File: src/rtl/dpc_pkg.sv
package dpc_pkg;
  typedef enum logic [1:0] {
    SEV_NONE     = 2'd0,
    SEV_COR      = 2'd1,
    SEV_NONFATAL = 2'd2,
    SEV_FATAL    = 2'd3
  } sev_e;

  localparam logic [2:0] CPL_UR = 3'b001;
  localparam logic [2:0] CPL_CA = 3'b100;

  function automatic logic sev_hit(logic [1:0] sev, logic [1:0] thr);
    return (thr != 2'd0) && (sev >= thr);
  endfunction
endpackage

File: src/rtl/dpc_trigger.sv
module dpc_trigger
  import dpc_pkg::*;
(
  input  logic       cfg_en_i,
  input  logic [1:0] cfg_port_thr_i,
  input  logic [1:0] cfg_msg_thr_i,
  input  logic       cfg_sdn_report_i,
  input  logic       cfg_sdn_hide_i,
  input  logic [1:0] port_err_sev_i,
  input  logic [1:0] msg_err_sev_i,
  input  logic       surprise_down_i,
  output logic       hit_o
);
  logic port_hit, msg_hit, sdn_hit;

  always_comb begin
    port_hit = sev_hit(port_err_sev_i, cfg_port_thr_i);
    msg_hit  = sev_hit(msg_err_sev_i, cfg_msg_thr_i);
    // hide bit masks surprise-down even when reporting is on
    sdn_hit  = surprise_down_i & cfg_sdn_report_i & ~cfg_sdn_hide_i;
    hit_o    = cfg_en_i & (port_hit | msg_hit | sdn_hit);
  end
endmodule

File: src/rtl/dpc_tag_table.sv
module dpc_tag_table #(
  parameter int TAG_W = 4
) (
  input  logic             clk_i,
  input  logic             rst_ni,
  input  logic             set_en_i,
  input  logic [TAG_W-1:0] set_tag_i,
  input  logic             clr_en_i,
  input  logic [TAG_W-1:0] clr_tag_i,
  input  logic             pop_en_i,
  output logic             any_o,
  output logic [TAG_W-1:0] low_tag_o
);
  localparam int NTAGS = 1 << TAG_W;

  logic [NTAGS-1:0] pend;

  always_comb begin
    low_tag_o = '0;
    for (int i = NTAGS - 1; i >= 0; i--) begin
      if (pend[i]) low_tag_o = TAG_W'(i);
    end
  end

  assign any_o = |pend;

  for (genvar g = 0; g < NTAGS; g++) begin : g_slot
    logic hit_set, hit_clr, hit_pop;
    assign hit_set = set_en_i & (set_tag_i == TAG_W'(g));
    assign hit_clr = clr_en_i & (clr_tag_i == TAG_W'(g));
    assign hit_pop = pop_en_i & (low_tag_o == TAG_W'(g));

    always_ff @(posedge clk_i or negedge rst_ni) begin
      if (!rst_ni) pend[g] <= 1'b0;
      else         pend[g] <= (pend[g] & ~hit_clr & ~hit_pop) | hit_set;
    end
  end
endmodule

File: src/rtl/dpc_cpl_gen.sv
module dpc_cpl_gen
  import dpc_pkg::*;
#(
  parameter int TAG_W = 4
) (
  input  logic             clk_i,
  input  logic             rst_ni,
  input  logic             imm_en_i,
  input  logic [TAG_W-1:0] imm_tag_i,
  input  logic             drn_en_i,
  input  logic [TAG_W-1:0] drn_tag_i,
  input  logic             use_ca_i,
  output logic             drn_take_o,
  output logic             valid_o,
  output logic [TAG_W-1:0] tag_o,
  output logic [2:0]       status_o
);
  // fresh request wins the channel; drain stalls a cycle
  assign drn_take_o = drn_en_i & ~imm_en_i;

  always_ff @(posedge clk_i or negedge rst_ni) begin
    if (!rst_ni) begin
      valid_o  <= 1'b0;
      tag_o    <= '0;
      status_o <= CPL_UR;
    end else begin
      valid_o <= imm_en_i | drn_en_i;
      if (imm_en_i)      tag_o <= imm_tag_i;
      else if (drn_en_i) tag_o <= drn_tag_i;
      status_o <= use_ca_i ? CPL_CA : CPL_UR;
    end
  end
endmodule

File: src/rtl/dpc_unit.sv
module dpc_unit
  import dpc_pkg::*;
#(
  parameter int TAG_W = 4
) (
  input  logic             clk_i,
  input  logic             rst_ni,
  input  logic             cfg_en_i,
  input  logic [1:0]       cfg_port_thr_i,
  input  logic [1:0]       cfg_msg_thr_i,
  input  logic             cfg_sdn_report_i,
  input  logic             cfg_sdn_hide_i,
  input  logic             cfg_ca_i,
  input  logic [1:0]       port_err_sev_i,
  input  logic [1:0]       msg_err_sev_i,
  input  logic             surprise_down_i,
  input  logic             req_valid_i,
  input  logic             req_np_i,
  input  logic [TAG_W-1:0] req_tag_i,
  input  logic             cpl_in_valid_i,
  input  logic [TAG_W-1:0] cpl_in_tag_i,
  input  logic             sw_clr_i,
  output logic             req_fwd_o,
  output logic             link_disable_o,
  output logic             trig_status_o,
  output logic             syn_cpl_valid_o,
  output logic [TAG_W-1:0] syn_cpl_tag_o,
  output logic [2:0]       syn_cpl_status_o
);
  logic contain, clr_pend;
  logic hit, trig, release_now;
  logic tbl_any, tbl_empty, drn_take, imm_en;
  logic [TAG_W-1:0] low_tag;

  dpc_trigger u_trig (
    .cfg_en_i         (cfg_en_i),
    .cfg_port_thr_i   (cfg_port_thr_i),
    .cfg_msg_thr_i    (cfg_msg_thr_i),
    .cfg_sdn_report_i (cfg_sdn_report_i),
    .cfg_sdn_hide_i   (cfg_sdn_hide_i),
    .port_err_sev_i   (port_err_sev_i),
    .msg_err_sev_i    (msg_err_sev_i),
    .surprise_down_i  (surprise_down_i),
    .hit_o            (hit)
  );

  assign req_fwd_o = req_valid_i & ~contain;
  assign imm_en    = contain & req_valid_i & req_np_i;

  dpc_tag_table #(.TAG_W(TAG_W)) u_tbl (
    .clk_i     (clk_i),
    .rst_ni    (rst_ni),
    .set_en_i  (req_fwd_o & req_np_i),
    .set_tag_i (req_tag_i),
    .clr_en_i  (cpl_in_valid_i & ~contain),
    .clr_tag_i (cpl_in_tag_i),
    .pop_en_i  (drn_take),
    .any_o     (tbl_any),
    .low_tag_o (low_tag)
  );

  assign tbl_empty = ~tbl_any;

  dpc_cpl_gen #(.TAG_W(TAG_W)) u_cpl (
    .clk_i      (clk_i),
    .rst_ni     (rst_ni),
    .imm_en_i   (imm_en),
    .imm_tag_i  (req_tag_i),
    .drn_en_i   (contain & tbl_any),
    .drn_tag_i  (low_tag),
    .use_ca_i   (cfg_ca_i),
    .drn_take_o (drn_take),
    .valid_o    (syn_cpl_valid_o),
    .tag_o      (syn_cpl_tag_o),
    .status_o   (syn_cpl_status_o)
  );

  assign trig        = hit & ~contain;
  assign release_now = contain & (clr_pend | sw_clr_i) & tbl_empty;

  always_ff @(posedge clk_i or negedge rst_ni) begin
    if (!rst_ni) begin
      contain  <= 1'b0;
      clr_pend <= 1'b0;
    end else if (release_now) begin
      contain  <= 1'b0;
      clr_pend <= 1'b0;
    end else if (trig) begin
      contain  <= 1'b1;
    end else if (contain & sw_clr_i) begin
      clr_pend <= 1'b1;
    end
  end

  assign link_disable_o = contain;
  assign trig_status_o  = contain;
endmodule

File: config.mk
export PLATFORM = sky130hd
export DESIGN_NAME = dpc_unit
export DESIGN_NICKNAME = d
export VERILOG_FILES = /design/src/rtl/dpc_pkg.sv /design/src/rtl/dpc_trigger.sv /design/src/rtl/dpc_tag_table.sv /design/src/rtl/dpc_cpl_gen.sv /design/src/rtl/dpc_unit.sv
export SDC_FILE = /design/constraint.sdc
export NUM_CORES = 1
export LEC_CHECK = 0
export ABC_AREA = 1
export BUFFER_PORTS_ARGS = -buffer_cell sky130_fd_sc_hd__buf_2
export CORE_UTILIZATION = 50
export DETAILED_ROUTE_END_ITERATION = 10
export HOLD_SLACK_MARGIN = 0.02
export PLACE_DENSITY = 0.74
export SYNTH_ARGS = -nofsm -noshare
export SYNTH_HDL_FRONTEND = slang
export SYNTH_SLANG_ARGS = --single-unit
File: constraint.sdc
create_clock -name clk_i -period 2 [get_ports clk_i]
set_input_delay 0.3 -clock clk_i [delete_from_list [all_inputs] [get_ports clk_i]]
set_output_delay 0.3 -clock clk_i [all_outputs]
set_load 0.02 [all_outputs]
==> metrics.cfg, run 1 <==
[worst_setup_path]
cp_cell_sequence = or2_1 -> nor3_2 -> nand2_1 -> nor2_2 -> nor2_2 -> nand2_2 -> inv_2 -> nand2_2 -> nor2_2 -> nand3_1 -> nand2_1 -> nand2_1
cp_slowest_stage_delay_ns = 0.42
cp_slowest_cell = dfrtp_1
critPathKind = register to register
worstPathMaxFanout = 4
setup.worst_path.end_class = register
arrival_ns = 2.05
startpoint_type = register
crit_required_ns = 2.28

[drt]
ant_nets = 0
drc_errors = 0
drtIter0Drc = 158
vias = 1730
drt-pass1-iter-count = 4
wl_per_cell_um = 12.42
via_per_inst = 5.088
wirelength_um = 4224

[sta]
worst_pin_slew_ns = 0.5680
grt_setup_unrepaired = no
finalCritPeriodShare_pct = 88.52
whs_ns = 0.06755
skew_ns = 0.009261
maxSlewViolCount = 0
timing_hold_violations_final = 0
min_period_ns = 1.770
setup_viol_count_final = 0
max_freq_ghz = 0.5648
timing.slew.headroom_pct = 62.14
tns_ns = 0

[job]
maxCapViolations = 0

[synthesis]
synth_ff_type = dfrtp_1
synthesis.nets = 289
postSynthAreaPerCell_um2 = 6.697
syn_inst = 258
synthArstFlopShare_pct = 100.0
synth_edf_count = 0
synthDistinctLibCells = 31
netlist_area_um2 = 1728
yosysWarnings = 0
ys_seq_area_share_pct = 36.28
ys_ff_latch = 25

[place]
place.gp.congestion = 0.9237
dp_hpwl_um = 3402
numPortBuffers = 36
place_area_um2 = 1943

[clocking]
cts_root_buf = clkbuf_4
clkTransAtPathRegs_ns = 0.13
clk_latency_ns = 0.34
cts.sinks = 25
cts_tree = done
h-tree-depth = 1
numCtsBuffers = 3
clk_path_buf_depth = 2

[run_status]
status = finished clean

[floorplan]
start_util_pct = 54.80
dieArea_um2 = 3695
ioPinCount = 38
die_h_um = 60.79
dieWidth_um = 60.79
core_area_um2 = 3153
rows = 20

[final_layout]
syn_to_final_growth_pct = 14.92
layout_common_cells = 71 x nand2_1, 51 x inv_1, 36 x buf_2
drive_gt1_share_pct = 20.27
layout_commonest_cell = nand2_1
design_area_um2 = 1986
n_fill_cell = 304
fin_nets = 328
diodes = 0

[pwr]
power.density_cell_area_nw_per_um2 = 1535
leakage_nw = 1.150
ir_drop_v = 0.0005704

[global_routing]
grt_overflow = 0
grt_max_degree = 26
grt_usage_pct = 26.45
grt_pass1_vias = 1551
grt_pass1_wl_um = 6996
antenna_found_initial = 0

[min_path]
min-delay-path-class = input port to register

-- cell type report --
type	instances	area (um2)	share of cell area (%)
multi-input cells	174	875.8	44.11
well taps	44	55.05	2.773
flip-flops and latches	25	626.9	31.57
repair buffers	37	190.2	9.578
clock inverters	1	5.005	0.2520
clock buffers	3	22.52	1.134
inverters	56	210.2	10.59
-- power breakdown --
group	leakage (nW)	switching [W]	internal (W)
Sequential	0.320	0.000115	0.000691
Clock	0.0177	0.000163	0.0000754
Combinational	0.812	0.00136	0.000642
-- cell families after synthesis --
logic type	share of synthesized area (%)
adders and majority gates	2.897
buffers and inverters	13.32
AOI/OAI and AO/OA	7.675
DFF	36.28
other	0.2170
and+or+nand+nor	39.61
-- routing by layer --
layer	GRT usage (%)	wire length, um	vias up
met4	14.29	133	0
li1	-	-	885
met3	4.051	244	13
met5	0	0	-
met2	40.03	1893	61
met1	36.40	1952	771
-- path summary, 6_finish.rpt --
kind / startpoint / to / slack (ns) / cells past startpoint
max in group asynchronous: rst_ni / u_cpl.status_o[0]$_DFF_PN1_ / 1.13 / 2
setup / recovery: u_tbl.pend[15]$_DFF_PN0_ / u_tbl.pend[12]$_DFF_PN0_ / 0.23 / 12
hold reg to reg: u_cpl.tag_o[3]$_DFFE_PN0P_ / u_cpl.tag_o[3]$_DFFE_PN0P_ / 0.53 / 2
hold / removal: cfg_ca_i / u_cpl.status_o[0]$_DFF_PN1_ / 0.07 / 2
setup reg to reg: u_tbl.pend[15]$_DFF_PN0_ / u_tbl.pend[12]$_DFF_PN0_ / 0.23 / 12
min in group asynchronous: rst_ni / clr_pend$_DFFE_PN0P_ / 0.48 / 2
-- sequential cells by signal, indices dropped and copies added, names as in the netlist --
register and flops:
link_disable_o 1, u_cpl.status_o 2, u_cpl.tag_o 4, u_cpl.valid_o 1, u_tbl.pend 16, clr_pend 1
-- through the flow --
stage	cells	power [W]	worst slack [ns]	util (%)
2_1_floorplan	258	0.002379	0.4660	-
3_3_place_gp	335	0.002764	0.2369	61.63
3_5_place_dp	335	0.002789	0.1921	61.63
4_1_cts	340	0.003031	0.1594	62.82
5_1_grt	340	0.003386	0.01291	62.98
6_report	340	0.003048	0.2295	62.98
-- worst max-delay path, delay by kind of cell (launching register included) --
family / cells / cell delay (ns)
AND/OR/NAND/NOR: 11 / 1.26
flip-flops: 1 / 0.42
buffers and inverters: 1 / 0.05
-- Yosys cell counts (3+ instances only) --
| cell type | count | share of area [%] |
|---|---|---|
| a21boi_0 | 3 | 1.3 |
| dfrtp_1 | 24 | 35 |
| ha_1 | 4 | 2.9 |
| inv_1 | 51 | 11 |
| inv_2 | 4 | 0.87 |
| nand2_1 | 71 | 15 |
| nand2_2 | 4 | 1.4 |
| nand3_1 | 35 | 10 |
| nand4_1 | 9 | 3.3 |
| nor2_1 | 16 | 3.5 |
| nor2_2 | 4 | 1.4 |
| nor3_1 | 5 | 1.4 |
| o21ai_0 | 5 | 1.4 |
-- what timing repair did --
action,CTS,global route
gates resized for setup,0,1
hold buffers,1,0
setup buffers,0,0
endpoints found under the hold margin,24,0
endpoints found under the setup margin,0,7
(Power assumes the default switching activity.)
==> run 2, diff against run 1 <==
--- a/config.mk
+++ b/config.mk
@@ -7,10 +7,10 @@
 export LEC_CHECK = 0
 export ABC_AREA = 1
 export BUFFER_PORTS_ARGS = -buffer_cell sky130_fd_sc_hd__buf_2
-export CORE_UTILIZATION = 50
+export CORE_UTILIZATION = 54
 export DETAILED_ROUTE_END_ITERATION = 10
 export HOLD_SLACK_MARGIN = 0.02
-export PLACE_DENSITY = 0.74
+export PLACE_DENSITY = 0.79
 export SYNTH_ARGS = -nofsm -noshare
 export SYNTH_HDL_FRONTEND = slang
 export SYNTH_SLANG_ARGS = --single-unit
==> metrics.cfg, run 2 (synthesis gave the netlist of run 1 again) <==
[worst_setup_path]
crit_required_ns = 2.28  ; about the same
r2r_end = u_tbl.pend[10]$_DFF_PN0_  ; was u_tbl.pend[12]$_DFF_PN0_
cp_slowest_stage_delay_ns = 0.43  ; was 0.42 ns
critPathCapture = u_tbl.pend[10]$_DFF_PN0_  ; was u_tbl.pend[12]$_DFF_PN0_
cpMostUsedCell = nor2_2
startpoint = u_tbl.pend[15]$_DFF_PN0_  ; unchanged
rrSetupSlack_ns = 0.17  ; was 0.23 ns
critPathKind = register to register  ; unchanged
timing.rr.start = u_tbl.pend[15]$_DFF_PN0_  ; unchanged
startpoint_type = register  ; unchanged
setup.worst_path.end_class = register  ; unchanged
worstSetupPathDepth = 12  ; unchanged
worstPathMaxFanout = 4  ; unchanged
arrival_ns = 2.10  ; was 2.05 ns
cp_cell_sequence = or2_1 -> nor3_2 -> nand2_1 -> nor2_2 -> nor2_2 -> nand2_2 -> inv_2 -> nand2_2 -> nor2_2 -> nand3_1 -> nand3_1 -> nand2_1  ; was or2_1 -> nor3_2 -> nand2_1 -> nor2_2 -> nor2_2 -> nand2_2 -> inv_2 -> nand2_2 -> nor2_2 -> nand3_1 -> nand2_1 -> nand2_1
cp_slowest_cell = dfrtp_1  ; unchanged
r2r_cells = 12  ; unchanged
critPathBufInv = 1  ; unchanged
critPathTopFamily = simple AND/OR/NAND/NOR gates  ; unchanged

[pwr]
power.density_cell_area_nw_per_um2 = 1591  ; was 1535 nW/um2
switching_share_pct = 54.18  ; was 53.79%
power.clock.fraction_pct = 7.4  ; was 7.8%
p_seq_share_pct = 25.5  ; was 26.5%
ir_drop_v = 0.0007458  ; was 0.0005704 V
leakage_nw = 1.149  ; was 1.150 nW
power_switching_w = 0.001722  ; was 0.001640 W
power_frac_comb_pct = 67.2  ; was 65.7%
p_int_w = 0.001456  ; was 0.001409 W

[final_layout]
diodes = 0  ; unchanged
regArea_um2 = 626.9  ; unchanged
layout_common_cells = 71 x nand2_1, 51 x inv_1, 36 x buf_2  ; unchanged
design_area_um2 = 1998  ; was 1986 um2
fin_nets = 329  ; was 328
finish.utilization_pct = 65.45  ; was 62.98%
top_register = u_tbl.pend  ; unchanged
syn_to_final_growth_pct = 15.64  ; was 14.92%
drive_gt1_share_pct = 20.20  ; was 20.27%
largest_register_ffs = 16  ; unchanged
multiInputGateArea_um2 = 878.3  ; was 875.8 um2
n_fill_cell = 287  ; was 304
layout_commonest_cell = nand2_1  ; unchanged
reg.largest.list = u_tbl.pend: 16 flops, u_cpl.tag_o: 4 flops, u_cpl.status_o: 2 flops  ; unchanged

[clocking]
h-tree-depth = 1  ; unchanged
clkTransAtPathRegs_ns = 0.14  ; was 0.13 ns
cts.sinks = 25  ; unchanged
post_cts_buffers = 0  ; unchanged
numCtsBuffers = 3  ; unchanged
clk_path_buf_depth = 2  ; unchanged
clk_latency_ns = 0.33  ; was 0.34 ns
cts_tree = done  ; unchanged
cts_root_buf = clkbuf_4  ; unchanged

[drt]
drt-pass1-iter-count = 5  ; was 4
drtIter0Drc = 110  ; was 158
vias = 1784  ; was 1730
ant_nets = 0  ; unchanged
wl_per_cell_um = 12.66  ; was 12.42 um
via_per_inst = 5.232  ; was 5.088
wirelength_um = 4317  ; was 4224 um
drc_errors = 0  ; unchanged

[floorplan]
die_h_um = 58.57  ; was 60.79 um
rows = 20  ; unchanged
dieArea_um2 = 3430  ; was 3695 um2
core_area_um2 = 3053  ; was 3153 um2
ioPinCount = 38  ; unchanged
dieWidth_um = 58.57  ; was 60.79 um
start_util_pct = 56.60  ; was 54.80%

[min_path]
min-delay-start = cfg_ca_i  ; unchanged
min-delay-path-class = input port to register  ; unchanged

[place]
place.gp.congestion = 1.018  ; was 0.9237
dp_hpwl_um = 3469  ; was 3402 um
numPortBuffers = 36  ; unchanged
place_area_um2 = 1951  ; was 1943 um2

[sta]
worst_pin_slew_ns = 0.5684  ; was 0.5680 ns
finalCritPeriodShare_pct = 91.26  ; was 88.52%
setup_viol_count_final = 0  ; unchanged
grt_setup_unrepaired = no  ; unchanged
timing.slew.headroom_pct = 62.11  ; was 62.14%
skew_ns = 0.009614  ; was 0.009261 ns
timing_hold_violations_final = 0  ; unchanged
tns_ns = 0  ; unchanged
maxSlewViolCount = 0  ; unchanged
max_freq_ghz = 0.5479  ; was 0.5648 GHz
whs_ns = 0.07087  ; was 0.06755 ns
min_period_ns = 1.825  ; was 1.770 ns

[global_routing]
grt_overflow = 0  ; unchanged
grt_usage_pct = 27.59  ; was 26.45%
grt_pass1_vias = 1631  ; was 1551
grt_max_degree = 26  ; unchanged
antenna_found_initial = 0  ; unchanged
grt_pass1_wl_um = 7093  ; was 6996 um

[run_status]
status = finished clean  ; unchanged

[job]
maxCapViolations = 0  ; unchanged

## run 2: changes by cell type in the layout (fill, tap and decap cells not counted)
cell / change
clkinv_2: -1
nand3_1: +1
a21oi_4: +1
nand3_2: -1
buf_4: +1
a21oi_2: -1
clkinvlp_4: +1
## run 2: area by class of cell
cell class                 count  share of cell area [%]
clock inverter                 1                  0.3757
tap                           44                   2.755
sequential                    25                   31.37
clock buffer                   3                   1.127
inverter                      56                   10.52
timing repair buffer          38                   9.894
multi-input combinational    174                   43.96
## run 2: power by group through the flow
stage	Clock (W)	Sequential [W]	Combinational, W
global placement	0	0.000810	0.00203
floorplan	0	0.000860	0.00152
global route	0.000252	0.000825	0.00239
finish	0.000234	0.000809	0.00214
CTS	0.000237	0.000805	0.00206
detailed placement	0	0.000815	0.00205
## run 2: metrics by stage
| step | setup slack [ns] | power [W] | instances |
|---|---|---|---|
| floorplan | 0.4660 | 0.002379 | 258 |
| global placement | 0.2556 | 0.002841 | 336 |
| detailed placement | 0.2257 | 0.002860 | 336 |
| CTS | 0.1868 | 0.003101 | 341 |
| global route | 0.01578 | 0.003471 | 341 |
| finish | 0.1747 | 0.003178 | 341 |
## run 2: worst min-delay path by stage
stage / slack (ns) / cells after the start / endpoint
final: 0.07 / 2 / u_cpl.status_o[0]$_DFF_PN1_
after global routing: 0.06 / 2 / u_cpl.status_o[0]$_DFF_PN1_
after CTS: 0.07 / 2 / u_cpl.status_o[0]$_DFF_PN1_
after detailed placement: 0.33 / 1 / link_disable_o$_DFFE_PN0P_
after global placement: 0.33 / 1 / link_disable_o$_DFFE_PN0P_
after floorplan: 0.004 / 0 / clr_pend$_DFFE_PN0P_
## run 2: timing repair
action	4_1_cts	5_1_grt
setup endpoints to repair	0	1
hold buffers	1	0
hold endpoints to repair	24	0
resized for setup	0	1
## run 2: layer usage
metal	vias to the layer above	part of all wire, %	GRT usage [%]
met5	-	0	0
met4	0	1.7	9.524
met3	10	7.2	4.835
met2	77	48	45.65
met1	803	43	36.55
li1	894	-	-
## run 2: worst register-to-register path, cell delays in order (launching register included)
cell and delay [ns]:
dfrtp_1 0.43, or2_1 0.26, nor3_2 0.15, nand2_1 0.12
nor2_2 0.17, nor2_2 0.06, nand2_2 0.11, inv_2 0.05
nand2_2 0.10, nor2_2 0.08, nand3_1 0.11, nand3_1 0.08
nand2_1 0.07
